==> src/rtl/hp_pkg.sv <==
package hp_pkg;
    typedef enum logic [1:0] {
        ST_LEGACY = 2'd0,
        ST_IDLE   = 2'd1,
        ST_SCAN   = 2'd2
    } hp_state_e;

    localparam logic [7:0] CMD_SEARCH = 8'd0;
    localparam logic [7:0] CMD_REPEVT = 8'd1;
    localparam logic [7:0] CMD_REPSTS = 8'd2;

    localparam logic [1:0] W_SEL  = 2'd0;
    localparam logic [1:0] W_CTRL = 2'd1;
    localparam logic [1:0] W_DATA = 2'd2;
    localparam logic [1:0] W_GPE  = 2'd3;
endpackage

==> src/rtl/hp_slot_flags.sv <==
module hp_slot_flags #(
    parameter int NSLOT = 8,
    parameter int SW    = 3
) (
    input  logic             clk,
    input  logic             rst_n,
    input  logic             plug_valid,
    input  logic [SW-1:0]    plug_slot,
    input  logic             unplug_valid,
    input  logic [SW-1:0]    unplug_slot,
    input  logic             ack_ins,
    input  logic             ack_rem,
    input  logic [SW-1:0]    ack_slot,
    input  logic             done_valid,
    input  logic [SW-1:0]    done_slot,
    output logic [NSLOT-1:0] en_o,
    output logic [NSLOT-1:0] ins_o,
    output logic [NSLOT-1:0] rem_o,
    output logic             new_event
);
    logic [NSLOT-1:0] plug_hit;
    logic [NSLOT-1:0] unplug_hit;

    for (genvar i = 0; i < NSLOT; i++) begin : g_slot
        logic ack_hit;
        logic done_hit;

        assign plug_hit[i]   = plug_valid && (plug_slot == SW'(i));
        assign unplug_hit[i] = unplug_valid && (unplug_slot == SW'(i)) && en_o[i];
        assign ack_hit       = (ack_slot == SW'(i));
        assign done_hit      = done_valid && (done_slot == SW'(i));

        always_ff @(posedge clk or negedge rst_n) begin
            if (!rst_n) begin
                en_o[i]  <= 1'b0;
                ins_o[i] <= 1'b0;
                rem_o[i] <= 1'b0;
            end else begin
                if (plug_hit[i])
                    en_o[i] <= 1'b1;
                else if (done_hit)
                    en_o[i] <= 1'b0;

                if (plug_hit[i])
                    ins_o[i] <= 1'b1;
                else if (ack_ins && ack_hit)
                    ins_o[i] <= 1'b0;

                if (unplug_hit[i])
                    rem_o[i] <= 1'b1;
                else if ((ack_rem && ack_hit) || done_hit)
                    rem_o[i] <= 1'b0;
            end
        end
    end

    assign new_event = (|plug_hit) || (|unplug_hit);
endmodule

==> src/rtl/hp_gpe.sv <==
module hp_gpe (
    input  logic       clk,
    input  logic       rst_n,
    input  logic       event_in,
    input  logic       wr_sts,
    input  logic       wr_en,
    input  logic [7:0] sts_byte,
    input  logic [7:0] en_byte,
    output logic       sts_q,
    output logic       en_q,
    output logic       irq
);
    localparam int GPE_BIT = 2;

    always_ff @(posedge clk or negedge rst_n) begin
        if (!rst_n) begin
            sts_q <= 1'b0;
            en_q  <= 1'b0;
        end else begin
            if (event_in)
                sts_q <= 1'b1;
            else if (wr_sts && sts_byte[GPE_BIT])
                sts_q <= 1'b0;
            if (wr_en)
                en_q <= en_byte[GPE_BIT];
        end
    end

    assign irq = sts_q & en_q;
endmodule

==> src/rtl/hotplug_regs.sv <==
module hotplug_regs
    import hp_pkg::*;
#(
    parameter int NSLOT = 8,
    parameter int SW    = (NSLOT > 1) ? $clog2(NSLOT) : 1
) (
    input  logic          clk,
    input  logic          rst_n,
    input  logic          acc_valid,
    input  logic          acc_write,
    input  logic [3:0]    acc_addr,
    input  logic [3:0]    acc_be,
    input  logic [31:0]   acc_wdata,
    output logic [31:0]   acc_rdata,
    input  logic          plug_valid,
    input  logic [SW-1:0] plug_slot,
    input  logic          unplug_valid,
    input  logic [SW-1:0] unplug_slot,
    input  logic          eject_done_valid,
    input  logic [SW-1:0] eject_done_slot,
    output logic          eject_pulse,
    output logic [SW-1:0] eject_slot,
    output logic [31:0]   report_event,
    output logic [31:0]   report_status,
    output logic          report_notify,
    output logic          irq
);
    localparam int          STEPW    = SW + 1;
    localparam logic [SW-1:0] LAST_SLOT = SW'(NSLOT - 1);

    hp_state_e          state_q, state_d;
    logic [31:0]        sel_q;
    logic [7:0]         cmd_q;
    logic [SW-1:0]      cursor_q;
    logic [STEPW-1:0]   steps_q;
    logic [NSLOT-1:0]   en_v, ins_v, rem_v;
    logic               new_event, gpe_sts, gpe_en;

    logic        wr;
    logic [1:0]  word;
    logic        full;
    logic        sel_ok;
    logic [SW-1:0] sel_idx;
    logic        legacy_switch, sel_wr, ctrl_wr, cmd_wr, scan_start, data_wr;
    logic        hit, scan_last;
    logic [7:0]  status_byte;

    assign wr      = acc_valid && acc_write;
    assign word    = acc_addr[3:2];
    assign full    = (acc_be == 4'hF);
    assign sel_ok  = (sel_q < 32'(NSLOT));
    assign sel_idx = sel_q[SW-1:0];

    assign legacy_switch = (state_q == ST_LEGACY) && wr && word == W_SEL && full && acc_wdata == 32'd0;
    assign sel_wr        = (state_q == ST_IDLE) && wr && word == W_SEL && full;
    assign ctrl_wr       = (state_q == ST_IDLE) && wr && word == W_CTRL && acc_be[0] && sel_ok;
    assign cmd_wr        = (state_q == ST_IDLE) && wr && word == W_CTRL && acc_be[1];
    assign scan_start    = cmd_wr && acc_wdata[15:8] == CMD_SEARCH;
    assign data_wr       = (state_q == ST_IDLE) && wr && word == W_DATA && full;

    hp_slot_flags #(.NSLOT(NSLOT), .SW(SW)) u_flags (
        .clk          (clk),
        .rst_n        (rst_n),
        .plug_valid   (plug_valid),
        .plug_slot    (plug_slot),
        .unplug_valid (unplug_valid),
        .unplug_slot  (unplug_slot),
        .ack_ins      (ctrl_wr && acc_wdata[1]),
        .ack_rem      (ctrl_wr && acc_wdata[2]),
        .ack_slot     (sel_idx),
        .done_valid   (eject_done_valid),
        .done_slot    (eject_done_slot),
        .en_o         (en_v),
        .ins_o        (ins_v),
        .rem_o        (rem_v),
        .new_event    (new_event)
    );

    hp_gpe u_gpe (
        .clk      (clk),
        .rst_n    (rst_n),
        .event_in (new_event),
        .wr_sts   (wr && word == W_GPE && acc_be[0]),
        .wr_en    (wr && word == W_GPE && acc_be[1]),
        .sts_byte (acc_wdata[7:0]),
        .en_byte  (acc_wdata[15:8]),
        .sts_q    (gpe_sts),
        .en_q     (gpe_en),
        .irq      (irq)
    );

    // slot under the scan cursor and selected-slot status
    always_comb begin
        hit         = 1'b0;
        status_byte = 8'd0;
        for (int i = 0; i < NSLOT; i++) begin
            if (cursor_q == SW'(i))
                hit = ins_v[i] | rem_v[i];
            if (sel_ok && sel_idx == SW'(i))
                status_byte = {5'd0, rem_v[i], ins_v[i], en_v[i]};
        end
    end

    assign scan_last = (steps_q == STEPW'(NSLOT - 1));

    // next-state logic
    always_comb begin
        state_d = state_q;
        unique case (state_q)
            ST_LEGACY: if (legacy_switch) state_d = ST_IDLE;
            ST_IDLE:   if (scan_start) state_d = ST_SCAN;
            ST_SCAN:   if (hit || scan_last) state_d = ST_IDLE;
            default:   state_d = ST_LEGACY;
        endcase
    end

    // state register
    always_ff @(posedge clk or negedge rst_n) begin
        if (!rst_n) state_q <= ST_LEGACY;
        else        state_q <= state_d;
    end

    // registered outputs and datapath registers
    always_ff @(posedge clk or negedge rst_n) begin
        if (!rst_n) begin
            sel_q         <= 32'd0;
            cmd_q         <= CMD_SEARCH;
            cursor_q      <= '0;
            steps_q       <= '0;
            eject_pulse   <= 1'b0;
            eject_slot    <= '0;
            report_event  <= 32'd0;
            report_status <= 32'd0;
            report_notify <= 1'b0;
        end else begin
            eject_pulse   <= ctrl_wr && acc_wdata[3];
            report_notify <= 1'b0;
            if (ctrl_wr && acc_wdata[3])
                eject_slot <= sel_idx;
            if (sel_wr)
                sel_q <= acc_wdata;
            if (cmd_wr)
                cmd_q <= acc_wdata[15:8];
            if (scan_start) begin
                steps_q  <= '0;
                cursor_q <= (!sel_ok || sel_idx == LAST_SLOT) ? '0 : sel_idx + 1'b1;
            end
            if (state_q == ST_SCAN) begin
                if (hit)
                    sel_q <= 32'(cursor_q);
                cursor_q <= (cursor_q == LAST_SLOT) ? '0 : cursor_q + 1'b1;
                steps_q  <= steps_q + 1'b1;
            end
            if (data_wr && cmd_q == CMD_REPEVT)
                report_event <= acc_wdata;
            if (data_wr && cmd_q == CMD_REPSTS) begin
                report_status <= acc_wdata;
                report_notify <= 1'b1;
            end
        end
    end

    // read mux
    always_comb begin
        acc_rdata = 32'd0;
        if (word == W_GPE)
            acc_rdata = {16'd0, 5'd0, gpe_en, 2'd0, 5'd0, gpe_sts, 2'd0};
        else if (state_q == ST_LEGACY) begin
            if (word == W_SEL)
                acc_rdata = 32'(en_v);
        end else begin
            unique case (word)
                W_CTRL:  acc_rdata = {24'd0, status_byte};
                W_DATA:  acc_rdata = (cmd_q == CMD_SEARCH) ? sel_q : 32'hFFFF_FFFF;
                default: acc_rdata = 32'd0;
            endcase
        end
    end
endmodule

==> config.mk <==
export PLATFORM = sky130hd
export DESIGN_NAME = hotplug_regs
export DESIGN_NICKNAME = d
export VERILOG_FILES = /design/src/rtl/hp_pkg.sv /design/src/rtl/hp_slot_flags.sv /design/src/rtl/hp_gpe.sv /design/src/rtl/hotplug_regs.sv
export SDC_FILE = /design/constraint.sdc
export NUM_CORES = 1
export LEC_CHECK = 0
export ABC_AREA = 1
export CAP_MARGIN = 20
export CORE_MARGIN = 2
export CORE_UTILIZATION = 25
export DETAILED_ROUTE_END_ITERATION = 12
export GPL_ROUTABILITY_DRIVEN = 0
export PLACE_DENSITY = 0.53
export SYNTH_ARGS = -nofsm -noshare
export SYNTH_HDL_FRONTEND = slang
export SYNTH_SLANG_ARGS = --single-unit
==> constraint.sdc <==
create_clock -name clk -period 2.5 [get_ports clk]
set_input_delay 0.25 -clock clk [delete_from_list [all_inputs] [get_ports clk]]
set_output_delay 0.25 -clock clk [all_outputs]
set_load 0.01 [all_outputs]
[Word-level counts from Yosys, hierarchy flattened]
Cells that the tools add are included.
W data, S select, Z words.
Operators by class
  $add $sub $neg: 3
  bitwise operators: 9
  magnitude comparators: 1
  equal/unequal tests: 47
  mux-type cells: 85
  reduce and logical (&&, ||, !) cells: 131
Operator list (count)
  $mux W32: 6
  $logic_and A1 B1 Y1: 80
  $pmux W32 S2: 1
  $eq A3 B3 Y1 const B: 20
  $mux W1: 59
  $mux W8: 7
  $reduce_bool A2 Y1: 26
  $logic_not A32 Y1: 1
  $lt A32 B4 Y1 const B: 1
  $eq A3 B2 Y1 const B: 10
  $mux W3: 6
  $logic_not A8 Y1: 2
  $reduce_or A8 Y1: 2
  $eq A3 B1 Y1 const B: 5
  $logic_not A3 Y1: 5
  $logic_or A1 B1 Y1: 11
  $eq A8 B1 Y1 const B: 1
  $eq A8 B2 Y1 const B: 1
  $mux W4: 2
  $or A1 B1 Y1: 8
  $add A3 B1 Y3 const B: 2
  $eq A2 B2 Y1 const B: 3
  $mux W2: 3
  $ne A2 B2 Y1 const B: 3
  other kinds (9): 11
Word-level totals
  register bits after elaboration: 144
  word-level logic and storage cells: 312
  input bits: 56
  output and inout bits: 102

[Longest topological paths before layout]
  word-level depth: 13
  depth in mapped cells: 18
  mapped depth without buffers: 18

[Cells and area by module]
From an unflattened synthesis, not the netlist that was laid out.
Second synthesis, totals
  cells, all modules: 952
  area, all modules: 7442.1 µm²
By module, submodules not included
  hotplug_regs: cells each 789, times used 1, area each 6169.7 µm², seq. area each 2952.8 µm²
  hp_slot_flags: cells each 152, times used 1, area each 1187.4 µm², seq. area each 600.6 µm²
  hp_gpe: cells each 11, times used 1, area each 85.1 µm², seq. area each 50.0 µm²

[Worst setup path after synthesis]
Ideal clock, no wire load.
  kind: flip-flop to output port
  from: reg sel_q[5]
  to: out acc_rdata[1]
  stages on the path, launching flop included: 16
  data required time: 2.250 ns
  data arrival time: 1.690 ns
  slack: 0.560 ns
  path buffers: 1
  path through: dfrtp_1 -> nor2_1 -> nand2_1 -> nor2_1 -> nand2_1 -> nor2_4 -> buf_6 -> and3_2 -> o21ai_0 -> nand3_1 -> nand2_1 -> nand2_1 -> nand2_1 -> nand2_1 -> nand2_1 -> a21oi_1
Between the ends
  word-level cells in the longest chain between the ends: 13
  elaborated cells between the ends (all ways): 20
  those cells by class: 1 x order compare; 11 x mux; 8 x reduce/logical
RTL lines
  start: declaration: RTL line hotplug_regs.sv:32  | logic [31:0] sel_q;
  start signal: assignment: RTL line hotplug_regs.sv:141  | sel_q <= acc_wdata;
  start signal: assignment: RTL line hotplug_regs.sv:150  | sel_q <= 32'(cursor_q);
  $lt A32 B4 Y1 (*): RTL line hotplug_regs.sv:51  | assign sel_ok = (sel_q < 32'(NSLOT));
  $logic_and A1 B1 Y1: RTL line hotplug_regs.sv:99  | if (sel_ok && sel_idx == SW'(i))
  $mux W3 (2 in series): RTL line hotplug_regs.sv:99
  $mux W8 (5 in series): RTL line hotplug_regs.sv:99
  $mux W8 (*): RTL line hotplug_regs.sv:99
  $pmux W32 S2 (*): RTL line hotplug_regs.sv:172  | unique case (word)
  $mux W32 (*): RTL line hotplug_regs.sv:168  | else if (state_q == ST_LEGACY) begin
  $mux W32 (*): RTL line hotplug_regs.sv:166  | if (word == W_GPE)
  end: declaration: RTL line hotplug_regs.sv:14  | output logic [31:0] acc_rdata,
Every way passes the cells marked *; elsewhere a longest branch is shown, timed or not.

[Worst setup path in the final report]
  from: reg sel_q[29]
  to: out acc_rdata[0]
The elaborated chain is that of the path after synthesis.

==> impl_metrics.tcl <==
set metrics [dict create \
    status "finished, violations left" \
    violations "setup timing" \
    fp-row-count 62 \
    wl_um 24700 \
    grt_overflow 0 \
    hold_path.class "in2async" \
    ys_seq_elements 144 \
    irDropWorstVdd_mv 0.334 \
    tns_ns -1.02 \
    htreeDepth 4 \
    slew_headroom_pct 61.2 \
    max_cap_viol_count 0 \
    synth-edff-count 0 \
    finalPower_mw 6.79 \
    hold_viol_final 0 \
    postSynthNetCount 991 \
    drtIter0Drc 422 \
    worst_ep_arrival_time_ns 2.50 \
    drcViolationCount 0 \
    grt_pass1_wl_um 38600 \
    fin_skew_ns 0.0115 \
    max_clock_freq_mhz 364 \
    cts_tree "yes" \
    post-route-min-period_ns 2.75 \
    die_w_um 174 \
    avgViaCountPerCell 4.40 \
    min_period_over_period_pct 110 \
    async_flop_share_pct 100 \
    track_usage_pct 16.5 \
    cp-start-kind "register" \
    crit_type "reg2out" \
    cts_max_path_buffers 2 \
    postSynthCellCount 918 \
    syn_area_per_cell_um2 7.90 \
    insertion_delay_ns 0.42 \
    slew_violations 0 \
    cp-end-kind "primary output" \
    vias 6804 \
    fp.dieH_um 174 \
    area_delta_synth_final_pct 46.6 \
    ys_seq_area_share_pct 49.7 \
    routedWlPerCell_um 16.0 \
    power.leakage_nw 5.30 \
    nNetsFinal 1223 \
    drt_first_pass_iters 5 \
    grt_start_max_net_pins 65 \
    worstPathMaxFanout 6 \
    ys_types 36 \
    grt_pass1_vias 6906 \
    holdWs_ns 0.418 \
    p_per_area_nw_per_um2 639 \
    synth_warnings 0 \
    synth_area_um2 7250 \
    fp.dieArea_um2 30400 \
    postRouteAntennaNets 0 \
    numClockSinks 144 \
    io_buffers 155 \
    hpwlAfterDp_um 18300 \
    drive_above_1_share_pct 18.0 \
    synthFlopType "dfrtp_1" \
    rsz0062_at_grt "true" \
    worst_slew_pin_slew_ns 0.579 \
    antenna_found_initial 1 \
    cp.required_ns 2.25 \
    final-setup-viol-count 6 \
    cts_buffers 17 \
    setup_ws_ns -0.246 \
    clk_pin_slew_ns 0.07 \
    coreArea_um2 28600 \
    start_util_pct 25.3 \
    root_buffer "clkbuf_16" \
    boundaryPins 158 \
]
state kept, by name (all words and copies together) (netlist names):
register       count
sel_q             32
state_q            2
u_gpe.sts_q        1
report_event      32
eject_slot         3
cursor_q           3
u_flags.rem_o      8
report_notify      1
u_flags.ins_o      8
u_gpe.en_q         1
steps_q            4
eject_pulse        1
cmd_q              8
report_status     32
u_flags.en_o       8
metal layers:
metal	track usage (%)	vias up	part of all wire (%)
met3	4.16	23	6.4
met5	0	-	0
met1	21.1	3173	44
met2	27.3	197	48
met4	5.04	0	1.7
li1	-	3411	-
where the power goes:
part / internal [mW] / total, mW / switching (mW) / leakage (nW)
logic: 0.654 / 1.40 / 0.748 / 3.12
clock network: 1.62 / 2.70 / 1.08 / 0.295
registers: 2.52 / 2.69 / 0.166 / 1.88
cells in the final DEF (no fill, tap or decap), drive strengths merged, types with 5 or more instances in the layout:
master	count
nand2	225
inv	167
dfrtp	144
o21ai	128
clkdlybuf4s50	122
buf	119
nor2	63
nand3	35
a21oi	35
o211ai	34
clkbuf	20
ha	17
nand4	13
nor3	7
nor4	5
final timing paths:
| path | startpoint | slack, ns | end | cells past startpoint |
|---|---|---|---|---|
| setup / recovery | sel_q[29]$_DFF_PN0_ | -0.25 | acc_rdata[0] | 19 |
| hold / removal | rst_n | 0.42 | cmd_q[4]$_DFFE_PN0P_ | 2 |
| setup reg to reg | cursor_q[1]$_DFFE_PN0P_ | 0.30 | sel_q[30]$_DFF_PN0_ | 17 |
| hold reg to reg | report_event[6]$_DFFE_PN0P_ | 0.48 | report_event[6]$_DFFE_PN0P_ | 2 |
| max in group asynchronous | rst_n | 1.38 | u_flags.en_o[7]$_DFFE_PN0P_ | 3 |
| min in group clk | acc_be[1] | 0.48 | u_gpe.en_q$_DFFE_PN0P_ | 2 |
cells in the mapped netlist (4+ instances only):
cell,number,area (um^2)
a21oi_1,33,165
clkbuf_1,23,86.3
dfrtp_1,144,3600
ha_1,17,213
inv_1,159,597
inv_2,4,15.0
nand2_1,224,841
nand3_1,33,165
nand4_1,13,81.3
nor2_1,61,229
nor3_1,5,25.0
nor4_1,4,25.0
o211ai_1,34,255
o21ai_0,127,636
o22ai_1,4,25.0
final cells by class:
cell class / count / area [um^2]
fill: 2966 / 18000
sequential: 144 / 3600
multi-input combinational: 581 / 3060
timing repair buffer: 243 / 2250
inverter: 163 / 612
tap: 384 / 480
clock buffer: 19 / 443
clock inverter: 13 / 175
antenna: 1 / 2.50
critical path, stage by stage (launching register included):
cell	delay, ns
dfrtp_1	0.38
nor2_1	0.12
nand2_1	0.08
nor2_2	0.15
nand2_2	0.09
nor2_4	0.18
buf_12	0.15
nand2_4	0.05
o21ai_2	0.10
nand2_1	0.06
nand2_1	0.05
nand2_1	0.05
nand2_1	0.06
nand2_1	0.05
nand2_1	0.06
nand2_1	0.06
nand2_1	0.06
nand2_1	0.06
a21oi_2	0.13
buf_2	0.15
cells by family after synthesis:
| group | synth area share [%] |
|---|---|
| flops | 49.7 |
| buf+inv | 10.3 |
| compound gates | 16.2 |
| fa+ha+maj | 2.93 |
| simple gates | 20.3 |
| xor+xnor | 0.121 |
| mux | 0.466 |
stage by stage:
stage	setup WS, ns	utilization, %	cells	instance area (um^2)
2_1_floorplan	0.560	-	918	7250
3_3_place_gp	-0.231	34.2	1499	9790
6_report	-0.246	37.1	1548	10600
4_1_cts	-0.356	36.8	1545	10500
5_1_grt	-0.483	37.1	1547	10600
3_5_place_dp	-0.255	34.2	1499	9790
timing repair:
action                                  in CTS  in global routing
endpoints found under the setup margin      32                 43
buffers inserted                            12                  8
pin swaps                                   13                 17
gates resized for setup                    155                 38
hold buffers                                 1                  0
cloned                                       2                  1
hold endpoints to repair                    47                  0
No activity file was read; power rests on OpenSTA's default activity.
